<file path="config.mk">
export PLATFORM = sky130hd
export DESIGN_NAME = spi_chan
export DESIGN_NICKNAME = d
export VERILOG_FILES = /design/src/rtl/spi_chan_pkg.sv /design/src/rtl/spi_chan_clkdiv.sv /design/src/rtl/spi_chan_shifter.sv /design/src/rtl/spi_chan_regs.sv /design/src/rtl/spi_chan.sv
export SDC_FILE = /design/constraint.sdc
export NUM_CORES = 1
export LEC_CHECK = 0
export BUFFER_PORTS_ARGS = -buffer_cell sky130_fd_sc_hd__buf_4
export CELL_PAD_IN_SITES_DETAIL_PLACEMENT = 2
export CELL_PAD_IN_SITES_GLOBAL_PLACEMENT = 2
export CORE_UTILIZATION = 40
export DETAILED_ROUTE_END_ITERATION = 7
export PLACE_DENSITY_LB_ADDON = 0.1
export SYNTH_ARGS = -nofsm -noshare
export SYNTH_HDL_FRONTEND = slang
export SYNTH_SLANG_ARGS = --single-unit
</file>
<file path="constraint.sdc">
create_clock -name clk -period 4.1 [get_ports clk]
set_input_delay 0 -clock clk [delete_from_list [all_inputs] [get_ports clk]]
set_output_delay 0 -clock clk [all_outputs]
set_load 0.05 [all_outputs]
</file>
<file path="src/rtl/spi_chan_pkg.sv">
package spi_chan_pkg;
  localparam int DW      = 32;            // data register width
  localparam int AW      = 3;             // register address width
  localparam int CFG_W   = 16;            // implemented config bits
  localparam int DIV_MAX = 12;            // largest divider code
  localparam int LEN_W   = 6;             // word length width (4..32)
  localparam int EDGE_W  = LEN_W + 1;     // SCLK transition counter width
  localparam logic [CFG_W-1:0] CFG_RST = 16'h03C0; // 8-bit words, CS active low

  typedef enum logic [AW-1:0] {
    A_CFG = 3'd0, A_EN = 3'd1, A_STAT = 3'd2, A_TXD = 3'd3, A_RXD = 3'd4
  } addr_e;

  typedef enum logic [1:0] {
    M_DUPLEX = 2'd0, M_RXONLY = 2'd1, M_TXONLY = 2'd2, M_SPARE = 2'd3
  } xfer_mode_e;

  // Packed MSB first: bit 15 down to bit 0
  typedef struct packed {
    logic       force_cs;  // 15
    logic       dir;       // 14
    xfer_mode_e mode;      // 13:12
    logic [4:0] wl;        // 11:7 length minus one
    logic       cs_low;    // 6
    logic [3:0] clkd;      // 5:2
    logic       cpol;      // 1
    logic       cpha;      // 0
  } cfg_t;

  function automatic logic [LEN_W-1:0] word_len(input logic [4:0] code);
    if (code < 5'd3) return LEN_W'(4);
    return LEN_W'(code) + LEN_W'(1);
  endfunction

  function automatic logic [3:0] div_code(input logic [3:0] code);
    if (code > 4'(DIV_MAX)) return 4'(DIV_MAX);
    return code;
  endfunction

  function automatic logic [DIV_MAX-1:0] half_limit(input logic [3:0] code);
    logic [DIV_MAX:0] one_hot;
    one_hot = (DIV_MAX+1)'(1) << div_code(code);
    return DIV_MAX'(one_hot - (DIV_MAX+1)'(1));
  endfunction
endpackage

</file>
<file path="src/rtl/spi_chan_clkdiv.sv">
module spi_chan_clkdiv
  import spi_chan_pkg::*;
(
  input  logic       clk,
  input  logic       rst_n,
  input  logic       run,
  input  logic [3:0] code,
  output logic       tick
);
  logic [DIV_MAX-1:0] cnt;
  logic [DIV_MAX-1:0] lim;

  assign lim  = half_limit(code);
  assign tick = run && (cnt == lim);

  always_ff @(posedge clk or negedge rst_n) begin
    if (!rst_n)            cnt <= '0;
    else if (!run || tick) cnt <= '0;
    else                   cnt <= cnt + DIV_MAX'(1);
  end

  // two ticks back to back only when the half period is one cycle
  p_tick_spacing_r3: assert property (@(posedge clk) disable iff (!rst_n)
    tick |=> (!tick || (lim == '0)));
endmodule

</file>
<file path="src/rtl/spi_chan_shifter.sv">
module spi_chan_shifter
  import spi_chan_pkg::*;
(
  input  logic             clk,
  input  logic             rst_n,
  input  logic             tick,
  input  logic             start,
  input  logic             abort,
  input  logic [DW-1:0]    word,
  input  logic [LEN_W-1:0] len,
  input  logic             cpha,
  input  logic             cpol,
  input  logic             zero_out,
  input  logic             miso,
  output logic             busy,
  output logic             sclk,
  output logic             mosi,
  output logic             done,
  output logic [DW-1:0]    rx_word
);
  logic [LEN_W-1:0]  len_q;
  logic [EDGE_W-1:0] edge_q;
  logic              level_q, cpha_q, cpol_q;
  logic [DW-1:0]     tx_sh, rx_sh;
  logic              samp_edge, shift_edge, last_edge;

  // Named edge events for the assertions and the datapath
  assign samp_edge  = (edge_q[0] == cpha_q);
  assign shift_edge = !samp_edge && (edge_q != '0);
  assign last_edge  = (edge_q == ({len_q, 1'b0} - EDGE_W'(1)));

  always_ff @(posedge clk or negedge rst_n) begin
    if (!rst_n) begin
      busy <= 1'b0; edge_q <= '0; level_q <= 1'b0; done <= 1'b0;
      tx_sh <= '0; rx_sh <= '0; len_q <= LEN_W'(4);
      cpha_q <= 1'b0; cpol_q <= 1'b0;
    end else begin
      done <= 1'b0;
      if (abort) begin
        busy <= 1'b0; level_q <= 1'b0; edge_q <= '0;
      end else if (start) begin
        busy    <= 1'b1;
        edge_q  <= '0;
        level_q <= 1'b0;
        tx_sh   <= zero_out ? '0 : (word << (LEN_W'(DW) - len));
        rx_sh   <= '0;
        len_q   <= len;
        cpha_q  <= cpha;
        cpol_q  <= cpol;
      end else if (busy && tick) begin
        level_q <= !level_q;
        if (samp_edge)  rx_sh <= {rx_sh[DW-2:0], miso};
        if (shift_edge) tx_sh <= {tx_sh[DW-2:0], 1'b0};
        if (last_edge) begin
          busy <= 1'b0; done <= 1'b1; edge_q <= '0;
        end else begin
          edge_q <= edge_q + EDGE_W'(1);
        end
      end
    end
  end

  assign sclk    = busy ? (cpol_q ^ level_q) : cpol;
  assign mosi    = tx_sh[DW-1];
  assign rx_word = rx_sh;

  p_start_idle_r8: assert property (@(posedge clk) disable iff (!rst_n)
    start |-> !busy);
  p_sclk_hold_r3: assert property (@(posedge clk) disable iff (!rst_n)
    (busy && !tick && !abort) |=> $stable(sclk));
  p_done_pulse_r5: assert property (@(posedge clk) disable iff (!rst_n)
    done |=> !done);
  p_edge_bound_r2: assert property (@(posedge clk) disable iff (!rst_n)
    busy |-> (edge_q < {len_q, 1'b0}));
endmodule

</file>
<file path="src/rtl/spi_chan_regs.sv">
module spi_chan_regs
  import spi_chan_pkg::*;
(
  input  logic          clk,
  input  logic          rst_n,
  input  logic          wr,
  input  logic          rd,
  input  logic [AW-1:0] addr,
  input  logic [DW-1:0] wdata,
  input  logic          load,
  input  logic          done,
  input  logic [DW-1:0] rx_word,
  input  logic          busy,
  output cfg_t          cfg,
  output logic          en,
  output logic [DW-1:0] txd,
  output logic          tx_full,
  output logic          rx_arm,
  output logic [DW-1:0] rdata
);
  logic          rx_full;
  logic [DW-1:0] rx_q;
  logic          wr_cfg, wr_en, wr_tx, rd_rx;

  assign wr_cfg = wr && (addr == A_CFG);
  assign wr_en  = wr && (addr == A_EN);
  assign wr_tx  = wr && (addr == A_TXD);
  assign rd_rx  = rd && (addr == A_RXD);

  always_ff @(posedge clk or negedge rst_n) begin
    if (!rst_n) begin
      cfg <= cfg_t'(CFG_RST); en <= 1'b0; txd <= '0; tx_full <= 1'b0;
      rx_q <= '0; rx_full <= 1'b0; rx_arm <= 1'b0;
    end else begin
      if (wr_cfg) cfg <= cfg_t'(wdata[CFG_W-1:0]);
      if (wr_en)  en  <= wdata[0];
      if (wr_tx) begin
        txd <= wdata; tx_full <= 1'b1;
      end else if (load) begin
        tx_full <= 1'b0;
      end
      if (done && (cfg.mode != M_TXONLY)) begin
        rx_q <= rx_word; rx_full <= 1'b1;
      end else if (rd_rx) begin
        rx_full <= 1'b0;
      end
      if (!en)                              rx_arm <= 1'b0;
      else if (load && cfg.mode == M_RXONLY) rx_arm <= 1'b1;
    end
  end

  always_comb begin
    case (addr_e'(addr))
      A_CFG:   rdata = {{(DW-CFG_W){1'b0}}, cfg};
      A_EN:    rdata = {{(DW-1){1'b0}}, en};
      A_STAT:  rdata = {{(DW-3){1'b0}}, !busy, !tx_full, rx_full};
      A_TXD:   rdata = txd;
      A_RXD:   rdata = rx_q;
      default: rdata = '0;
    endcase
  end

  p_txs_clear_r8: assert property (@(posedge clk) disable iff (!rst_n)
    wr_tx |=> tx_full);
  p_rxs_clear_r9: assert property (@(posedge clk) disable iff (!rst_n)
    (rd_rx && !done) |=> !rx_full);
  p_txonly_norx_r7: assert property (@(posedge clk) disable iff (!rst_n)
    (cfg.mode == M_TXONLY && !rx_full) |=> !rx_full);
endmodule

</file>
<file path="src/rtl/spi_chan.sv">
module spi_chan
  import spi_chan_pkg::*;
(
  input  logic          clk,
  input  logic          rst_n,
  input  logic          bus_wr,
  input  logic          bus_rd,
  input  logic [2:0]    bus_addr,
  input  logic [31:0]   bus_wdata,
  output logic [31:0]   bus_rdata,
  output logic          spi_sclk,
  output logic          spi_cs,
  output logic          spi_d0_o,
  output logic          spi_d0_oe,
  input  logic          spi_d0_i,
  output logic          spi_d1_o,
  output logic          spi_d1_oe,
  input  logic          spi_d1_i
);
  cfg_t          cfg;
  logic          en, tx_full, rx_arm, busy, done, tick, start, mosi, miso;
  logic [DW-1:0] txd, rx_word;
  logic          rx_mode;

  assign rx_mode = (cfg.mode == M_RXONLY);
  assign start   = en && !busy && (tx_full || (rx_arm && rx_mode));

  spi_chan_regs u_regs (
    .clk(clk), .rst_n(rst_n), .wr(bus_wr), .rd(bus_rd), .addr(bus_addr),
    .wdata(bus_wdata), .load(start), .done(done), .rx_word(rx_word),
    .busy(busy), .cfg(cfg), .en(en), .txd(txd), .tx_full(tx_full),
    .rx_arm(rx_arm), .rdata(bus_rdata)
  );

  spi_chan_clkdiv u_div (
    .clk(clk), .rst_n(rst_n), .run(busy), .code(cfg.clkd), .tick(tick)
  );

  spi_chan_shifter u_shift (
    .clk(clk), .rst_n(rst_n), .tick(tick), .start(start), .abort(!en),
    .word(txd), .len(word_len(cfg.wl)), .cpha(cfg.cpha), .cpol(cfg.cpol),
    .zero_out(rx_mode), .miso(miso), .busy(busy), .sclk(spi_sclk),
    .mosi(mosi), .done(done), .rx_word(rx_word)
  );

  // Pin direction: dir=1 drives d0 and listens on d1
  assign miso      = cfg.dir ? spi_d1_i : spi_d0_i;
  assign spi_d0_o  = cfg.dir ? mosi : 1'b0;
  assign spi_d0_oe = cfg.dir;
  assign spi_d1_o  = cfg.dir ? 1'b0 : mosi;
  assign spi_d1_oe = !cfg.dir;

  // Chip select: active level is low when cs_low is set
  assign spi_cs = cfg.force_cs ? !cfg.cs_low : cfg.cs_low;

  p_disable_idle_r10: assert property (@(posedge clk) disable iff (!rst_n)
    !en |=> !busy);
  p_rxonly_zero_r6: assert property (@(posedge clk) disable iff (!rst_n)
    (start && rx_mode) |=> !mosi);
endmodule

</file>
Word level (Yosys, flattened, before mapping):

Index checks and enable logic that the tools add are counted.

* register bits after elaboration: 178
* logic and storage cells: 119

* $add $sub $neg: 6
* magnitude comparators: 2
* equality and inequality tests: 12
* shift operators: 2
* multiplexer cells: 41
* bitwise logic cells: 1
* reduce and logical (&&, ||, !) cells: 31

Operators with widths (number)
* 32-bit 2-to-1 mux: 7
* 32-bit one-hot mux with 5 select lines: 1
* 32-bit by 6-bit left shift with 32-bit output: 1
* 7-bit 2-to-1 mux: 4
* 1-bit 2-to-1 mux: 24
* 12-bit by 1-bit adder with 12-bit output, second input constant: 1
* 12-bit equality test: 1
* 1-bit logical AND: 12
* 12-bit 2-to-1 mux: 1
* 6-bit 2-to-1 mux: 2
* 1-bit by 4-bit left shift with 12-bit output, first input constant: 1
* 12-bit by 1-bit subtractor with 12-bit output, second input constant: 1
* 2-bit nonzero test: 5
* 4-bit 2-to-1 mux: 2
* 7-bit by 1-bit adder with 7-bit output, second input constant: 1
* 7-bit equality test: 1
* 7-bit nonzero test: 1
* 7-bit by 1-bit subtractor with 7-bit output, second input constant: 1
* 5-bit by 1-bit adder with 6-bit output, second input constant: 1
* 3-bit by 2-bit equality test with 1-bit output, second input constant: 2
* 1-bit logical NOT: 6
* 3-bit by 1-bit inequality test with 1-bit output, second input constant: 2
* 3-bit AND reduction: 2
* 6-bit subtractor, first input constant: 1
* 11 further kinds: 14

Longest topological paths before layout:

* word-level depth: 11
* depth in mapped cells: 16
* mapped depth without buffers: 11

Modules after synthesis:

A second synthesis with hierarchy kept.

* cell total of the unflattened synthesis: 935
* area total of the unflattened synthesis: 10392.5 µm²

Modules (own cells, without submodules)
* spi_chan_shifter: instances 1, cells an instance 501, area an instance 5331.4 µm², sequential area each 2053.2 µm²
* spi_chan_regs: instances 1, cells an instance 271, area an instance 3723.6 µm², sequential area each 2107.0 µm²
* spi_chan_clkdiv: instances 1, cells an instance 138, area an instance 1176.1 µm², sequential area each 300.3 µm²
* spi_chan: instances 1, cells an instance 25, area an instance 161.4 µm², sequential area each 0.0 µm²

Worst setup path after synthesis:

OpenSTA, ideal clock, no wires.

* kind: reg-to-reg
* start point: register u_regs.cfg[9] (netlist name)
* end point: register u_shift.tx_sh[26]
* setup time: 0.138 ns
* arrival: 3.399 ns
* required time: 3.962 ns
* slack: 0.562 ns
* stages on the path, launching flop included: 13
* clock period less this slack: 3.538 ns
* path through: dfstp_2 -> nor3_2 -> nor2_2 -> buf_4 -> inv_2 -> ha_1 -> clkbuf_1 -> clkbuf_1 -> clkbuf_1 -> mux4_2 -> mux2_2 -> a32oi_1 -> o211ai_1

* word-level cells in the longest chain between the ends: 7
* elaborated cells between the ends (all ways): 8

Ends and longest elaborated chain
* 5-bit by 2-bit < comparator with 1-bit output: RTL line spi_chan_pkg.sv:31 `if (code < 5'd3) return LEN_W'(4);`
* 1-bit 2-to-1 mux: RTL line spi_chan_pkg.sv:31
* 6-bit 2-to-1 mux (*): RTL line spi_chan_pkg.sv:32 `return LEN_W'(code) + LEN_W'(1);`
* 6-bit subtractor (*): RTL line spi_chan_shifter.sv:45 `tx_sh <= zero_out ? '0 : (word << (LEN_W'(DW) - len));`
* 32-bit by 6-bit left shift with 32-bit output (*): RTL line spi_chan_shifter.sv:45
* 32-bit 2-to-1 mux (*): RTL line spi_chan_shifter.sv:45
* 32-bit 2-to-1 mux (*): RTL line spi_chan_shifter.sv:41 `end else if (start) begin`
* to (signal assigned): RTL line spi_chan_shifter.sv:45
* to (signal assigned): RTL line spi_chan_shifter.sv:53 `if (shift_edge) tx_sh <= {tx_sh[DW-2:0], 1'b0};`
* to (decl): RTL line spi_chan_shifter.sv:24 `logic [DW-1:0] tx_sh, rx_sh;`

Mark *: on every way between the ends. The rest lies on a longest branch, timed or not.
A chain may end at the register's enable or synchronous reset.

Worst setup path after layout:

* start point: register u_regs.cfg[9] (netlist name)
* end point: register u_shift.tx_sh[30]

* word-level cells in the longest chain between the ends: 7
* elaborated cells between the ends (all ways): 8

Ends and longest elaborated chain (RTL line)
* 5-bit by 2-bit < comparator with 1-bit output: spi_chan_pkg.sv:31
* 1-bit 2-to-1 mux: spi_chan_pkg.sv:31
* 6-bit 2-to-1 mux (*): spi_chan_pkg.sv:32
* 6-bit subtractor (*): spi_chan_shifter.sv:45
* 32-bit by 6-bit left shift with 32-bit output (*): spi_chan_shifter.sv:45
* 32-bit 2-to-1 mux (*): spi_chan_shifter.sv:45
* 32-bit 2-to-1 mux (*): spi_chan_shifter.sv:41

Marked as above.

==> summary.txt <==
Setup path
  • Crit end category: flop
  • Worst setup startpoint: u_regs.cfg[9]$_DFFE_PN1P_
  • Crit path DAT: just over 4000 ps
  • Reg2Reg Setup Slack: around 370 ps
  • Crit path launch type: flop
  • Crit path max fanout: 16
  • Critical path endpoint: u_shift.tx_sh[30]$_DFFE_PN0P_
  • Reg2reg path depth: 9
  • CP Class: flop to flop
  • Worst R2R End: u_shift.tx_sh[30]$_DFFE_PN0P_
  • WP data required: roughly 4400 ps
  • Critical R2R Launch: u_regs.cfg[9]$_DFFE_PN1P_

Yosys
  • Yosys cell types: 80
  • Mapped Cells: 977
  • Ys flop type: dfrtp_1
  • Post-Syn Nets: 1,025
  • EDFF count, synth: 0
  • Post-Syn Area per Cell: between 10 and 15 um^2
  • Yosys reg bits: about 180
  • Synth Warn #: 0
  • Syn Std Cell Area: roughly 10,000 um^2
  • Post-synth ARST share: 1.000
  • Seq/Total Area, Yosys: 0.4315

STA
  • Unrepaired setup endpoints after global routing: no
  • Final WS setup: 365.9 ps
  • Worst-margin pin slew: 1053 ps
  • Fin. max-slew vios: 0
  • Tmin final: between 3000 and 4000 ps
  • TNS Setup: 0 ps
  • Tcrit/Tclk final: 0.9108
  • Hold violation total from the final report: 0
  • Top achievable clock speed: between 200 and 300 MHz
  • Final setup vio count: 0
  • Clock skew: between 10 and 15 ps
  • Relative slew slack: 0.2960

Floorplanning
  • Core Area: ~25,000 um^2
  • Die area: between 20,000 and 30,000 um^2
  • Initial cell density of the core: 0.4093
  • Core Rows: a little under 60
  • IO Pins: 79
  • Die Y: about 160 um
  • Die Width: about 160 um

Cells and area
  • N_diodes: 0
  • Number of nets in the layout: between 1,000 and 1,500
  • Area Overhead vs Synth: 18.65%
  • FF/Latch Area: around 4500 um^2
  • Area of the multi-input gates: 5415 um^2
  • Layout cells sized above 1: 0.2654
  • Fillers: around 2,600

Run status
  • Outcome: finished, final reports clean

Power
  • Sw Pwr: a little over 3 mW
  • Combinational power share: 0.424
  • Flop pwr share: 0.337
  • Internal power: roughly 4.2 mW
  • Total power: 7.265 mW
  • PwrDens: ~600 nW/um^2
  • Clock power share: 0.239
  • VDD IR max: 0.0002702 V
  • Static Leak: around 5.3 nW
  • Sw Share: 0.4204

GRT
  • Largest net degree at the start of global routing: 102
  • Number of global-route vias before repair: 9,266
  • Initial antenna violation count: 1
  • Gr ovfl total: 0
  • First-pass GRT wire length: between 50,000 and 60,000 um
  • GR Util All Layers: 0.2850

Clock network
  • CTS tree: yes
  • H-tree depth: 4
  • Clock Tree Root: clkbuf_16
  • Worst-case clock buffer depth: 2
  • CTS Buf Count: 17
  • Clk sinks: 178
  • Post-CTS resize count: 0
  • Worst skew pair latency: between 400 and 500 ps
  • Hold buffer count at cts: 38
  • Setup bufs post-CTS: 0
  • Clock Pin Slew Worst Setup and Hold Paths: approximately 90 ps

Routing
  • Final WL: ~36,000 um
  • DR DRC count: 0
  • Vias per std cell: approximately 5.9
  • Routed len/inst: 25.33 um
  • Post-route ant nets: 0
  • Detailed Routing Iterations Pass 1: 7
  • Detailed-route via count: approximately 8,400
  • Initial DRC Count: 438

Place
  • Worst slack at placement: 541.0 ps
  • Final HPWL DP: approximately 23,000 um
  • Buffers on Ports: between 70 and 80
  • Routability cong.: 0.7851

Worst hold path
  • Hold crit path type: primary input to flop

Flow run
  • Maxcap violations: 0
-- routing by layer --
layer / wire length [um] / track usage
met3: 1187 / 0.04533
met2: 17410 / 0.4638
met5: 13 / 0
met1: 16070 / 0.3777
met4: 1161 / 0.1160
-- worst min-delay path by stage --
| stage | to | start | slack [ps] | depth (start not counted) |
|---|---|---|---|---|
| 2_1_floorplan | u_div.cnt[0]$_DFF_PN0_ | rst_n | -300 | 0 |
| 6_report | u_regs.cfg[14]$_DFFE_PN0P_ | bus_addr[1] | 80 | 4 |
| 4_1_cts | u_regs.cfg[14]$_DFFE_PN0P_ | bus_addr[1] | 60 | 4 |
| 3_5_place_dp | u_shift.edge_q[4]$_DFFE_PN0P_ | rst_n | 150 | 1 |
| 3_3_place_gp | u_shift.edge_q[4]$_DFFE_PN0P_ | rst_n | 160 | 1 |
| 5_1_grt | u_regs.cfg[14]$_DFFE_PN0P_ | bus_addr[1] | 120 | 4 |
-- kinds of logic after synthesis --
family,Yosys count,synth area share
AO/OA/AOI/OAI,199,0.1386
AND/OR/NAND/NOR,269,0.1280
flip-flops,178,0.4315
multiplexers,176,0.2170
XOR/XNOR,33,0.02869
adder cells (fa/ha/maj),7,0.008473
buffers and inverters,115,0.04769
-- placed cells by master (no fill, tap or decap), types with 5 or more instances in the layout --
master	instances
clkinv_8	5
a311oi_1	5
nor3_1	13
dfstp_2	5
o22a_1	5
o21ai_0	61
inv_1	44
nor2_1	65
o22ai_1	6
mux2_2	85
dfrtp_1	173
mux2i_1	61
and2_1	7
and3_1	12
xnor2_1	16
a22o_1	19
mux4_2	30
nand2_1	94
nand3_1	24
nor4_1	6
xor2_1	15
a22oi_1	13
clkbuf_16	17
a21oi_1	24
dlygate4sd3_1	38
a32oi_1	5
a21o_1	13
a2bb2oi_2	9
buf_4	107
o211ai_1	5
ha_1	7
-- sequential cells by signal, indices dropped and copies added (netlist names) --
name / flops
u_regs.tx_full: 1
u_shift.tx_sh: 32
u_div.cnt: 12
u_regs.rx_arm: 1
u_shift.len_q: 6
u_shift.rx_word: 32
u_shift.cpha_q: 1
u_regs.txd: 32
u_shift.cpol_q: 1
u_regs.rx_full: 1
u_shift.level_q: 1
u_regs.cfg: 16
u_shift.done: 1
u_shift.busy: 1
u_regs.en: 1
u_regs.rx_q: 32
u_shift.edge_q: 7
-- cell usage after synthesis, types with 19 or more instances --
cell | instances | area, um^2
inv_1 | 44 | 165.2
nand2_1 | 94 | 352.8
o21ai_0 | 61 | 305.3
clkbuf_1 | 41 | 153.9
a21oi_1 | 24 | 120.1
dfrtp_1 | 173 | 4329
nor2_1 | 66 | 247.7
a22o_1 | 19 | 166.4
nand3_1 | 24 | 120.1
mux2_2 | 85 | 957.2
mux2i_1 | 61 | 610.6
mux4_2 | 30 | 675.7
-- critical path, stage by stage (launching register included) --
cell and delay (ps):
dfstp_2 460, or3_1 400, o21ai_0 340, ha_1 510
a2111oi_0 700, a21oi_1 220, mux2_2 380, mux2_2 290
a32oi_1 150, o211ai_1 120
-- stage by stage --
step / area, um^2 / std cells / utilization / hold slack, ps
floorplan: 10340 / 977 / - / -295.6
global placement: 11270 / 1345 / 0.4464 / 164.4
detailed placement: 11270 / 1345 / 0.4464 / 153.3
CTS: 12260 / 1415 / 0.4856 / 60.78
global route: 12260 / 1415 / 0.4856 / 118.9
finish: 12260 / 1415 / 0.4856 / 77.79
-- layout make-up --
cell class | count | area share
multi-input combinational | 684 | 0.4415
sequential | 178 | 0.3637
timing repair buffer | 146 | 0.09763
clock buffer | 17 | 0.03469
tap | 330 | 0.03367
clock inverter | 15 | 0.01500
inverter | 45 | 0.01377
-- power groups by stage --
stage | Combinational, mW | Clock (mW) | Sequential, mW
2_1_floorplan | 2.19 | 0 | 2.28
5_1_grt | 3.30 | 1.82 | 2.49
4_1_cts | 3.03 | 1.74 | 2.43
3_3_place_gp | 2.86 | 0 | 2.43
6_report | 3.08 | 1.73 | 2.45
3_5_place_dp | 2.93 | 0 | 2.45
No activity file was read; power rests on OpenSTA's default activity.
